==> src/rtl/isp_pkg.sv <==
package isp_pkg;
  localparam int FRAME_BITS = 32;

  localparam logic [7:0] OP_CTRL    = 8'hAC;
  localparam logic [7:0] SUB_ENABLE = 8'h53;
  localparam logic [7:0] SUB_ERASE  = 8'h80;
  localparam logic [7:0] OP_PW_LO   = 8'h40;
  localparam logic [7:0] OP_PW_HI   = 8'h48;
  localparam logic [7:0] OP_PR_LO   = 8'h20;
  localparam logic [7:0] OP_PR_HI   = 8'h28;
  localparam logic [7:0] OP_DW      = 8'hC0;
  localparam logic [7:0] OP_DR      = 8'hA0;

  typedef enum logic [2:0] {
    CMD_NONE, CMD_ENABLE, CMD_ERASE, CMD_PWRITE, CMD_PREAD, CMD_DWRITE, CMD_DREAD
  } cmd_e;

  function automatic cmd_e decode_cmd(input logic [7:0] op, input logic [7:0] sub);
    cmd_e c;
    c = CMD_NONE;
    if (op == OP_CTRL && sub == SUB_ENABLE)      c = CMD_ENABLE;
    else if (op == OP_CTRL && sub == SUB_ERASE)  c = CMD_ERASE;
    else if (op == OP_PW_LO || op == OP_PW_HI)   c = CMD_PWRITE;
    else if (op == OP_PR_LO || op == OP_PR_HI)   c = CMD_PREAD;
    else if (op == OP_DW)                        c = CMD_DWRITE;
    else if (op == OP_DR)                        c = CMD_DREAD;
    return c;
  endfunction
endpackage

==> src/rtl/isp_sck_sync.sv <==
module isp_sck_sync #(
  parameter int PHASE_W = 3
) (
  input  logic clk,
  input  logic rst_n,
  input  logic sck,
  input  logic sdi,
  input  logic isp_rst_n,
  input  logic clk_slow,
  output logic active,
  output logic rise,
  output logic fall,
  output logic sdi_s
);
  logic [2:0] sck_q;
  logic [1:0] sdi_q;
  logic [1:0] rst_q;
  logic [PHASE_W-1:0] phase_len;
  logic sck_edge;

  always_ff @(posedge clk or negedge rst_n) begin
    if (!rst_n) begin
      sck_q <= '0;
      sdi_q <= '0;
      rst_q <= 2'b11;
    end else begin
      sck_q <= {sck_q[1:0], sck};
      sdi_q <= {sdi_q[0], sdi};
      rst_q <= {rst_q[0], isp_rst_n};
    end
  end

  assign active   = !rst_q[1];
  assign sck_edge = sck_q[1] ^ sck_q[2];
  assign rise     = active && sck_q[1] && !sck_q[2];
  assign fall     = active && !sck_q[1] && sck_q[2];
  assign sdi_s    = sdi_q[1];

  // length of the level currently held by the synchronized clock
  always_ff @(posedge clk or negedge rst_n) begin
    if (!rst_n)                  phase_len <= '1;
    else if (sck_edge)           phase_len <= PHASE_W'(1);
    else if (phase_len != '1)    phase_len <= phase_len + 1'b1;
  end

  AST_SCK_PHASE_MIN: assert property (@(posedge clk) disable iff (!rst_n)
    (active && sck_edge) |-> (phase_len >= (clk_slow ? PHASE_W'(3) : PHASE_W'(4))));
endmodule

==> src/rtl/isp_frame.sv <==
module isp_frame
  import isp_pkg::*;
#(
  localparam int CNT_W = $clog2(FRAME_BITS)
) (
  input  logic                  clk,
  input  logic                  rst_n,
  input  logic                  active,
  input  logic                  rise,
  input  logic                  fall,
  input  logic                  sdi_s,
  input  logic [7:0]            rd_byte,
  output logic [FRAME_BITS-1:0] rx_sr,
  output logic [CNT_W-1:0]      bit_cnt,
  output logic                  frame_done,
  output logic                  sdo
);
  logic [7:0] tx_sr;

  always_ff @(posedge clk or negedge rst_n) begin
    if (!rst_n) begin
      rx_sr      <= '0;
      bit_cnt    <= '0;
      tx_sr      <= '0;
      frame_done <= 1'b0;
    end else if (!active) begin
      rx_sr      <= '0;
      bit_cnt    <= '0;
      tx_sr      <= '0;
      frame_done <= 1'b0;
    end else begin
      frame_done <= 1'b0;
      if (rise) begin
        rx_sr <= {rx_sr[FRAME_BITS-2:0], sdi_s};
        if (bit_cnt == CNT_W'(FRAME_BITS-1)) begin
          bit_cnt    <= '0;
          frame_done <= 1'b1;
        end else begin
          bit_cnt <= bit_cnt + 1'b1;
        end
      end
      if (fall) begin
        if (bit_cnt == CNT_W'(FRAME_BITS-16))     tx_sr <= rx_sr[7:0];
        else if (bit_cnt == CNT_W'(FRAME_BITS-8)) tx_sr <= rd_byte;
        else                                      tx_sr <= {tx_sr[6:0], 1'b0};
      end
    end
  end

  assign sdo = tx_sr[7];

  AST_SDO_QUIET_IDLE: assert property (@(posedge clk) disable iff (!rst_n)
    !active |=> !sdo);
  AST_SDO_ON_FALL: assert property (@(posedge clk) disable iff (!rst_n)
    (active && !$past(fall) && $past(active)) |-> $stable(sdo));
endmodule

==> src/rtl/isp_regfile.sv <==
module isp_regfile #(
  parameter int WORDS      = 64,
  parameter int WIDTH      = 8,
  parameter bit CLEAR_ONLY = 1'b0,
  localparam int AW = $clog2(WORDS)
) (
  input  logic             clk,
  input  logic             rst_n,
  input  logic             erase,
  input  logic             we,
  input  logic [AW-1:0]    waddr,
  input  logic [WIDTH-1:0] wmask,
  input  logic [WIDTH-1:0] wdata,
  input  logic [AW-1:0]    raddr,
  output logic [WIDTH-1:0] rdata,
  input  logic             lock_busy,
  input  logic             lock_off
);
  logic [WIDTH-1:0] mem [WORDS];
  logic [WIDTH-1:0] merged;

  generate
    if (CLEAR_ONLY) begin : g_clear_only
      assign merged = mem[waddr] & wdata;
    end else begin : g_self_erase
      assign merged = wdata;
    end
  endgenerate

  always_ff @(posedge clk or negedge rst_n) begin
    if (!rst_n) begin
      for (int i = 0; i < WORDS; i++) mem[i] <= '1;
    end else if (erase) begin
      for (int i = 0; i < WORDS; i++) mem[i] <= '1;
    end else if (we) begin
      mem[waddr] <= (mem[waddr] & ~wmask) | (merged & wmask);
    end
  end

  assign rdata = mem[raddr];

  AST_FROZEN_BUSY: assert property (@(posedge clk) disable iff (!rst_n)
    lock_busy |=> ($stable(mem[0]) && $stable(mem[WORDS-1])));
  AST_FROZEN_OFF: assert property (@(posedge clk) disable iff (!rst_n)
    lock_off |=> ($stable(mem[0]) && $stable(mem[WORDS-1])));
  AST_ERASE_FILL: assert property (@(posedge clk) disable iff (!rst_n)
    erase |=> ((&mem[0]) && (&mem[WORDS-1])));
endmodule

==> src/rtl/isp_target.sv <==
module isp_target
  import isp_pkg::*;
#(
  parameter int PMEM_WORDS  = 64,
  parameter int DMEM_BYTES  = 64,
  parameter int BUSY_CYCLES = 500
) (
  input  logic clk,
  input  logic rst_n,
  input  logic isp_rst_n,
  input  logic clk_slow,
  input  logic sck,
  input  logic sdi,
  output logic sdo,
  output logic busy
);
  localparam int PA_W   = $clog2(PMEM_WORDS);
  localparam int DA_W   = $clog2(DMEM_BYTES);
  localparam int BUSY_W = $clog2(BUSY_CYCLES + 1);
  localparam int CNT_W  = $clog2(FRAME_BITS);

  logic                  active, rise, fall, sdi_s;
  logic [FRAME_BITS-1:0] rx_sr;
  logic [CNT_W-1:0]      bit_cnt;
  logic                  frame_done;
  logic [7:0]            rd_byte;
  logic                  enabled;
  logic [BUSY_W-1:0]     busy_cnt;
  logic [15:0]           p_rdata;
  logic [7:0]            d_rdata;
  cmd_e                  exec_cmd;
  logic                  accept, do_enable, do_erase, do_pw, do_dw;
  logic [7:0]            rd_op;
  logic                  unused_bits;

  isp_sck_sync i_sync (
    .clk, .rst_n, .sck, .sdi, .isp_rst_n, .clk_slow,
    .active, .rise, .fall, .sdi_s
  );

  isp_frame i_frame (
    .clk, .rst_n, .active, .rise, .fall, .sdi_s, .rd_byte,
    .rx_sr, .bit_cnt, .frame_done, .sdo
  );

  // execute on the cycle the 32nd bit lands; rx_sr then holds the frame
  assign exec_cmd  = decode_cmd(rx_sr[31:24], rx_sr[23:16]);
  assign busy      = (busy_cnt != '0);
  assign accept    = frame_done && !busy;
  assign do_enable = accept && (exec_cmd == CMD_ENABLE);
  assign do_erase  = accept && enabled && (exec_cmd == CMD_ERASE);
  assign do_pw     = accept && enabled && (exec_cmd == CMD_PWRITE);
  assign do_dw     = accept && enabled && (exec_cmd == CMD_DWRITE);

  always_ff @(posedge clk or negedge rst_n) begin
    if (!rst_n) begin
      enabled  <= 1'b0;
      busy_cnt <= '0;
    end else begin
      if (!active)        enabled <= 1'b0;
      else if (do_enable) enabled <= 1'b1;
      if (do_erase || do_pw || do_dw) busy_cnt <= BUSY_W'(BUSY_CYCLES);
      else if (busy)                  busy_cnt <= busy_cnt - 1'b1;
    end
  end

  isp_regfile #(.WORDS(PMEM_WORDS), .WIDTH(16), .CLEAR_ONLY(1'b1)) i_pmem (
    .clk, .rst_n,
    .erase     (do_erase),
    .we        (do_pw),
    .waddr     (rx_sr[8 +: PA_W]),
    .wmask     ((rx_sr[31:24] == OP_PW_HI) ? 16'hFF00 : 16'h00FF),
    .wdata     ({rx_sr[7:0], rx_sr[7:0]}),
    .raddr     (rx_sr[PA_W-1:0]),
    .rdata     (p_rdata),
    .lock_busy (busy),
    .lock_off  (!enabled)
  );

  isp_regfile #(.WORDS(DMEM_BYTES), .WIDTH(8), .CLEAR_ONLY(1'b0)) i_dmem (
    .clk, .rst_n,
    .erase     (do_erase),
    .we        (do_dw),
    .waddr     (rx_sr[8 +: DA_W]),
    .wmask     (8'hFF),
    .wdata     (rx_sr[7:0]),
    .raddr     (rx_sr[DA_W-1:0]),
    .rdata     (d_rdata),
    .lock_busy (busy),
    .lock_off  (!enabled)
  );

  // read path: sampled by the frame unit when 24 bits have arrived
  assign rd_op = rx_sr[23:16];
  always_comb begin
    rd_byte = '0;
    if (enabled && !busy) begin
      if (rd_op == OP_PR_LO)      rd_byte = p_rdata[7:0];
      else if (rd_op == OP_PR_HI) rd_byte = p_rdata[15:8];
      else if (rd_op == OP_DR)    rd_byte = d_rdata;
    end
  end

  assign unused_bits = ^{rx_sr};

  AST_IDLE_CLEARS: assert property (@(posedge clk) disable iff (!rst_n)
    !active |=> ((bit_cnt == '0) && !enabled));
  AST_BUSY_FROM_START: assert property (@(posedge clk) disable iff (!rst_n)
    (frame_done && busy) |=> $stable(enabled));
endmodule

==> config.mk <==
export PLATFORM = sky130hd
export DESIGN_NAME = isp_target
export DESIGN_NICKNAME = d
export VERILOG_FILES = /design/src/rtl/isp_pkg.sv /design/src/rtl/isp_sck_sync.sv /design/src/rtl/isp_frame.sv /design/src/rtl/isp_regfile.sv /design/src/rtl/isp_target.sv
export SDC_FILE = /design/constraint.sdc
export NUM_CORES = 2
export LEC_CHECK = 0
export BUFFER_PORTS_ARGS = -buffer_cell sky130_fd_sc_hd__buf_2
export CORE_ASPECT_RATIO = 0.75
export CORE_MARGIN = 2
export CORE_UTILIZATION = 63
export DETAILED_ROUTE_END_ITERATION = 8
export PLACE_DENSITY_LB_ADDON = 0.12
export SLEW_MARGIN = 10
export SYNTH_ARGS = -nofsm -noshare
export SYNTH_HDL_FRONTEND = slang
export SYNTH_SLANG_ARGS = --single-unit
==> constraint.sdc <==
create_clock -name clk -period 4.83 [get_ports clk]
set_clock_uncertainty 0.2 [all_clocks]
set_input_delay 0.483 -clock clk [delete_from_list [all_inputs] [get_ports clk]]
set_output_delay 0.483 -clock clk [all_outputs]
set_load 0.01 [all_outputs]
Yosys cells after proc, flatten, opt, wreduce, memory -nomap -nowiden

Cells that the tools add are included.

Add/subtract/negate cells: 2
Order comparisons: 3
Equal/unequal tests: 19
Multiplexer cells: 46
Bitwise gates (word level): 7
Reduce and logical (&&, ||, !) cells: 29

Operator list:

| cell                                                             | count |
|---|---|
| 1024-bit two-way mux                                             | 2 |
| 1024-bit bitwise mux                                             | 1 |
| 512-bit two-way mux                                              | 2 |
| 512-bit bitwise mux                                              | 1 |
| 16-bit binary-select mux with 6-bit select                       | 2 |
| 16-bit demux with 6-bit select                                   | 1 |
| 16-bit two-way mux                                               | 6 |
| 8-bit two-way mux                                                | 11 |
| 32-bit two-way mux                                               | 2 |
| 16-bit AND                                                       | 3 |
| 8-bit binary-select mux with 6-bit select                        | 1 |
| 8-bit demux with 6-bit select                                    | 1 |
| 8-bit == test (second input constant)                            | 5 |
| 8-bit by 6-bit == test with 1-bit output (second input constant) | 4 |
| 8-bit by 7-bit == test with 1-bit output (second input constant) | 3 |
| 3-bit two-way mux                                                | 6 |
| 9-bit two-way mux                                                | 2 |
| 16-bit NOT                                                       | 1 |
| 16-bit OR                                                        | 1 |
| 5-bit == test (second input constant)                            | 3 |
| 5-bit two-way mux                                                | 3 |
| 7-bit >= comparator (second input constant)                      | 2 |
| 1-bit logical AND                                                | 14 |
| 6-bit NOT with 7-bit output                                      | 2 |
| 11 further kinds                                                 | 27 |

Register bits: 1,599
Input bits: 6
Output and inout port bits: 2
Word-level logic and storage cells: 243

Depth between registers and ports, before layout

Depth in word-level cells: 12
Mapped depth: 14
Gate-level depth less buffers: 9

By module

Synthesis repeated with hierarchy kept, for this count alone.

Cells, all modules: 8,080
Area, all modules: 88,681.3 sq um

Modules (own cells, without submodules):

| module                | instances | cells each | area each (sq um) |
|---|---|---|---|
| isp_regfile at i_pmem | 1         | 5,263      | 57,217.4 |
| isp_regfile at i_dmem | 1         | 2,494      | 27,990.6 |
| isp_frame             | 1         | 187        | 2,205.9 |
| isp_target            | 1         | 126        | 1,071.0 |
| isp_sck_sync          | 1         | 10         | 196.4 |

Worst setup path after synthesis

OpenSTA, ideal clock, no wires.

Path kind: flip-flop to flip-flop
From: register busy_cnt[0]
To: register i_frame.tx_sr[5]
Arrival: 2.787 ns
Setup slack: 1.763 ns
Cell stages (with the launch flop): 10
Buffers on the path: 1
Period minus slack after synthesis: 3.067 ns
Cells stage by stage: dfrtp_1 -> inv_1 -> ha_1 -> or4b_1 -> nor2_1 -> inv_2 -> or4_1 -> clkbuf_1 -> or4_1 -> a2bb2oi_1

Word-level cells in the longest chain between the ends: 8

RTL lines:

| item                     | line             | text |
|---|---|---|
| start: declaration       | isp_target.sv:28 | `logic [BUSY_W-1:0] busy_cnt;` |
| start signal: assignment | isp_target.sv:62 | `if (do_erase \|\| do_pw \|\| do_dw) busy_cnt <= BUSY_W'(BUSY_CYCLES);` |
| start signal: assignment | isp_target.sv:63 | `else if (busy) busy_cnt <= busy_cnt - 1'b1;` |
| 9-bit nonzero test       | isp_target.sv:48 | `assign busy = (busy_cnt != '0);` |
| via busy                 | isp_target.sv:15 | `output logic busy` |
| 1-bit logical NOT        | isp_target.sv:97 | `if (enabled && !busy) begin` |
| 1-bit logical AND        | isp_target.sv:97 |  |
| 8-bit two-way mux        | isp_target.sv:97 |  |
| 8-bit two-way mux        | isp_frame.sv:44  | `else if (bit_cnt == CNT_W'(FRAME_BITS-8)) tx_sr <= rd_byte;` |
| 8-bit two-way mux        | isp_frame.sv:43  | `if (bit_cnt == CNT_W'(FRAME_BITS-16)) tx_sr <= rx_sr[7:0];` |
| 8-bit two-way mux        | isp_frame.sv:42  | `if (fall) begin` |
| 8-bit two-way mux        | isp_frame.sv:26  | `end else if (!active) begin` |
| end signal: assignment   | isp_frame.sv:43  |  |
| end signal: assignment   | isp_frame.sv:44  |  |
| end signal: assignment   | isp_frame.sv:45  | `else tx_sr <= {tx_sr[6:0], 1'b0};` |
| end: declaration         | isp_frame.sv:18  | `logic [7:0] tx_sr;` |

The timed path passes the listed nets, and every way through them passes these cells. The select of a mux whose other input is x is not followed.
A chain may end at the register's enable or synchronous reset.

Worst setup path after layout

From: register i_frame.rx_sr[8]
To: register i_pmem.mem[431] (netlist bit)

Word-level cells in the longest chain between the ends: 10
Elaborated cells on any way between the ends: 16
Those cells by class: order compare (2); mux (8); bitwise (5); reduce/logical (1)

RTL lines:

| item                                                  | line                                 | text |
|---|---|---|
| start: declaration                                    | isp_frame.sv:13                      | `output logic [FRAME_BITS-1:0] rx_sr,` |
| start signal: assignment                              | isp_frame.sv:34                      | `rx_sr <= {rx_sr[FRAME_BITS-2:0], sdi_s};` |
| 6-bit NOT with 7-bit output *                         | --                                   |  |
| 16-bit binary-select mux with 6-bit select            | isp_regfile.sv:24, isp_regfile.sv:36 |  |
| 16-bit two-way mux (not written as such) (2 in a row) | isp_regfile.sv:24, isp_regfile.sv:36 |  |
| 16-bit AND                                            | isp_regfile.sv:24                    | `assign merged = mem[waddr] & wdata;` |
| 16-bit AND                                            | isp_regfile.sv:36                    | `mem[waddr] <= (mem[waddr] & ~wmask) \| (merged & wmask);` |
| 16-bit OR                                             | isp_regfile.sv:36                    |  |
| 1024-bit bitwise mux *                                | isp_regfile.sv:36                    |  |
| 1024-bit two-way mux *                                | isp_regfile.sv:35                    | `end else if (we) begin` |
| 1024-bit two-way mux *                                | isp_regfile.sv:33                    | `end else if (erase) begin` |
| end signal: indexed assignment                        | isp_regfile.sv:36                    |  |
| end: declaration                                      | isp_regfile.sv:19                    | `logic [WIDTH-1:0] mem [WORDS];` |

Mark *: on every way between the ends. The rest lies on a longest branch, timed or not. The select of a mux whose other input is x is not followed.

==> metrics.md <==
| Metric | Value |
|---|---|
| Outcome | `finished clean` |
| Placed inst area | `87,200 sq um` |
| Final #Nets | `6,967` |
| Hold Path Depth | `2` |
| CTS tree | `yes` |
| Max cap viols | `0` |
| Wire length per cell | `33.4 um` |
| Post-Synth XOR/XNOR Area | `0.0730%` |
| # fillers | `9,301` |
| Place WS | `0.610 ns` |
| Slack of the critical path | `0.380 ns` |
| Congestion Overflow GR | `0` |
| Slew @ Worst Pin | `1.32 ns` |
| Sequential area share after synthesis | `49.9%` |
| Main combinational cell family by area after synthesis | `multiplexers` |
| Via count | `65,600` |
| CP Max Fanout | `39` |
| Post-synthesis adder-cell area fraction | `0.0745%` |
| Most common cell in the synthesized netlist | `dfstp_2` |
| First-pass GRT wire length | `437,000 um` |
| Pwr per Cell Area | `295 nW/um^2` |
| Number of synthesized flops with an enable pin | `0` |
| Setup-failing EPs final | `0` |
| Final GP Congestion | `1.02` |
| Worst slew margin | `12.2%` |
| Sequential share of power | `49.2%` |
| Worst Setup End Kind | `flip-flop` |
| Critical-path top delay cell | `and3b_4` |
| Core Box Area | `132,000 sq um` |
| Period minus WS final | `4.45 ns` |
| Die Y | `320 um` |
| Clock slew at reported path FFs | `0.06 ns` |
| ANT nets after route | `0` |
| Setup_tns | `0 ns` |
| Compound-cell area share of the yosys netlist | `14.2%` |
| Ranking of synthesized cells by area | `dfstp_2 (48%), mux4_2 (8.7%), mux2i_1 (8.2%), mux2_2 (4.1%), a22oi_1 (3.9%)` |
| H-tree depth | `4` |
| Max Clk Rate | `0.225 GHz` |
| # DRC | `0` |
| Hold Path Sink | `i_sync.rst_q[0]` |
| Yosys warns | `0` |
| Vias in the first global route | `64,300` |
| Syn nets | `7,101` |
| Power, Total | `27.4 mW` |
| Post-synth ARST share | `100%` |
| Flop and latch count out of synthesis | `1,599` |
| Num CTS Buffers | `162` |
| Comb power frac | `2.3%` |
| Startpoint of the worst register-to-register path | `i_frame.rx_sr[8]` |
| Hpwl dp | `191,000 um` |
| R2R Path End | `i_pmem.mem[431]` |
| Max Root-Sink Buffers | `3` |
| Syn avg cell area | `11.8 sq um` |
| Count of pins over their slew limit | `0` |
| Clk sinks | `1,599` |
| Worst vdd ir | `0.000337 V` |
| Largest incremental delay on the critical path | `0.96 ns` |
| Initial antenna violation count | `16` |
| Internal power | `21.4 mW` |
| Synth unique cells | `84` |
| Mapped Cells | `7,090` |
| Port bufs | `6` |
| Crit path arrival time | `5.00 ns` |
| Multi-input gate area | `39,000 sq um` |
| CP Launch Type | `flip-flop` |
| Reg2Reg Depth | `10` |
| First-pass DRT Iterations | `9` |
| Post-Synth Simple-Gate Area | `10.5%` |
| Period utilisation layout | `92.1%` |
| Critical path class | `flip-flop to flip-flop` |
| Root buffer cell | `clkbuf_16` |
| Largest net degree at the start of global routing | `141` |
| Synth top area share | `48.1%` |
| Initial Util | `63.8%` |
| Fin. Hold Viols | `0` |
| Vias per cell | `7.41` |
| Row cnt | `115` |
| Post-synth top cells | `dfstp_2 (1,538), nand2_1 (707), mux2i_1 (689)` |
| CP Data Required Time | `5.38 ns` |
| Detailed router's first-iteration violation count | `9,381` |
| Area grow syn2layout | `10.6%` |
| Synth Cell Area | `84,000 sq um` |
| Switching Share | `22.0%` |
| Share of layout cells above drive strength 1 | `42.3%` |
| RSZ-0062 raised after global routing | `false` |
| Die width | `426 um` |
| Crit path max-delay family | `compound AO/OA/AOI/OAI gates` |
| P_sw | `6.02 mW` |
| FF/Latch Area | `42,000 sq um` |
| Gr usage total | `43.4%` |
| Final instance area | `92,900 sq um` |
| Clock Power Share | `48.5%` |
| Post-synthesis mux area share | `21.3%` |
| Cell type with the largest total area after synthesis | `dfstp_2` |
| CP dominant cell by count | `buf_4` |
| CP bufs+invs | `3` |
| Critical path, cell by cell | `and3b_4 -> buf_4 -> a22oi_1 -> a41oi_1 -> a2111oi_0 -> buf_4 -> a31o_1 -> and2_2 -> buf_12 -> a21oi_1` |
| Hold path startpoint | `isp_rst_n` |
| Ys flop type | `dfstp_2` |
| Worst skew pair latency | `0.84 ns` |
| Leakage | `36.1 nW` |
| Die area | `136,000 sq um` |
| Total wire length | `296,000 um` |
| Flop-to-flop setup slack | `0.38 ns` |
| # IOs | `8` |
| Worst min path class | `primary input to flip-flop` |
-- power by group through the flow --
stage / Combinational [mW] / Clock (mW) / Sequential [mW]
global placement: 0.633 / 0 / 13.7
global route: 0.697 / 13.9 / 13.5
finish: 0.640 / 13.3 / 13.5
floorplan: 0.254 / 0 / 13.7
CTS: 0.644 / 13.4 / 13.5
detailed placement: 0.640 / 0 / 13.7
-- through the flow --
step	cells	hold WS, ns	utilization (%)
3_3_place_gp	8543	0.134	66.3
2_1_floorplan	7090	-0.0126	-
3_5_place_dp	8543	0.136	66.3
6_report	8851	0.117	70.5
4_1_cts	8844	0.0650	70.5
5_1_grt	8845	0.120	70.5
-- kinds of logic after synthesis --
logic type               count (synthesis)
adder cells (fa/ha/maj)                  5
flip-flops                            1599
AND/OR/NAND/NOR                       1714
buffers and inverters                  745
XOR/XNOR                                 7
AO/OA/AOI/OAI                         1682
multiplexers                          1338
-- registers in the layout, summed over array words and instances, names as in the netlist --
register and count:
i_frame.rx_sr 32, i_dmem.mem 512, i_sync.rst_q 2, i_frame.frame_done 1
busy_cnt 9, i_sync.sck_q 3, i_pmem.mem 1024, i_frame.tx_sr 8
i_frame.bit_cnt 5, enabled 1, i_sync.sdi_q 2
-- worst register-to-register path, stage by stage (launching register included) --
cell       delay, ns
dfrtp_4         0.84
and3b_4         0.97
buf_4           0.41
a22oi_1         0.12
a41oi_1         0.54
a2111oi_0       0.21
buf_4           0.23
a31o_1          0.20
and2_2          0.23
buf_12          0.17
a21oi_1         0.26
-- placed cells by master (no fill, tap or decap), types with 24 or more instances in the layout --
cell       count
nor4_4        66
buf_12        64
nand3_1       54
buf_4        359
a2111oi_0     32
nor2_1       571
a31oi_1       73
nor3_1        26
nor4b_1       24
a22o_1        75
a22oi_1      431
clkbuf_1      31
dfrtp_1       50
clkbuf_8      47
mux4_2       326
o22a_1       320
a21oi_1      525
mux2i_1      689
and4b_1       35
and4_1        25
mux2_2       304
nand4_1       61
a221oi_1      74
clkinv_2      28
o21ai_0       34
dfstp_2     1538
nand2_1      706
clkbuf_16    169
-- worst max-delay path by stage --
stage / endpoint / startpoint / depth (start not counted) / slack [ns]
2_1_floorplan: i_frame.tx_sr[5] / busy_cnt[0] / 9 / 1.76
3_3_place_gp: i_pmem.mem[511] / i_frame.rx_sr[8] / 10 / 0.69
6_report: i_pmem.mem[431] / i_frame.rx_sr[8] / 10 / 0.38
4_1_cts: i_pmem.mem[815] / i_frame.rx_sr[8] / 10 / 0.60
3_5_place_dp: i_pmem.mem[815] / i_frame.rx_sr[8] / 10 / 0.61
5_1_grt: i_pmem.mem[335] / i_frame.rx_sr[8] / 10 / 0.37
-- cell type report --
| cell class | instances | area share (%) |
|---|---|---|
| Antenna cell | 7 | 0.0189 |
| Timing Repair Buffer | 432 | 4.35 |
| Multi-Input combinational cell | 4746 | 42.0 |
| Tap cell | 1755 | 2.36 |
| Sequential cell | 1599 | 45.2 |
| Clock buffer | 247 | 5.38 |
| Inverter | 15 | 0.0633 |
| Clock inverter | 50 | 0.628 |
-- layer usage --
layer | routed length [um] | global-route usage (%) | share of wire (%)
met4 | 17600 | 22.4 | 6.0
met3 | 47400 | 20.2 | 16
met1 | 111000 | 58.8 | 38
met2 | 119000 | 57.9 | 40
met5 | 272 | 0.780 | 0.092
-- repair_timing --
| item | in CTS | in global routing |
|---|---|---|
| endpoints found under the setup margin | 0 | 0 |
| hold endpoints to repair | 36 | 0 |
| buffers inserted | 0 | 0 |
| resized for setup | 0 | 0 |
| hold buffers | 4 | 0 |
Power figures use the tool's default switching activity.
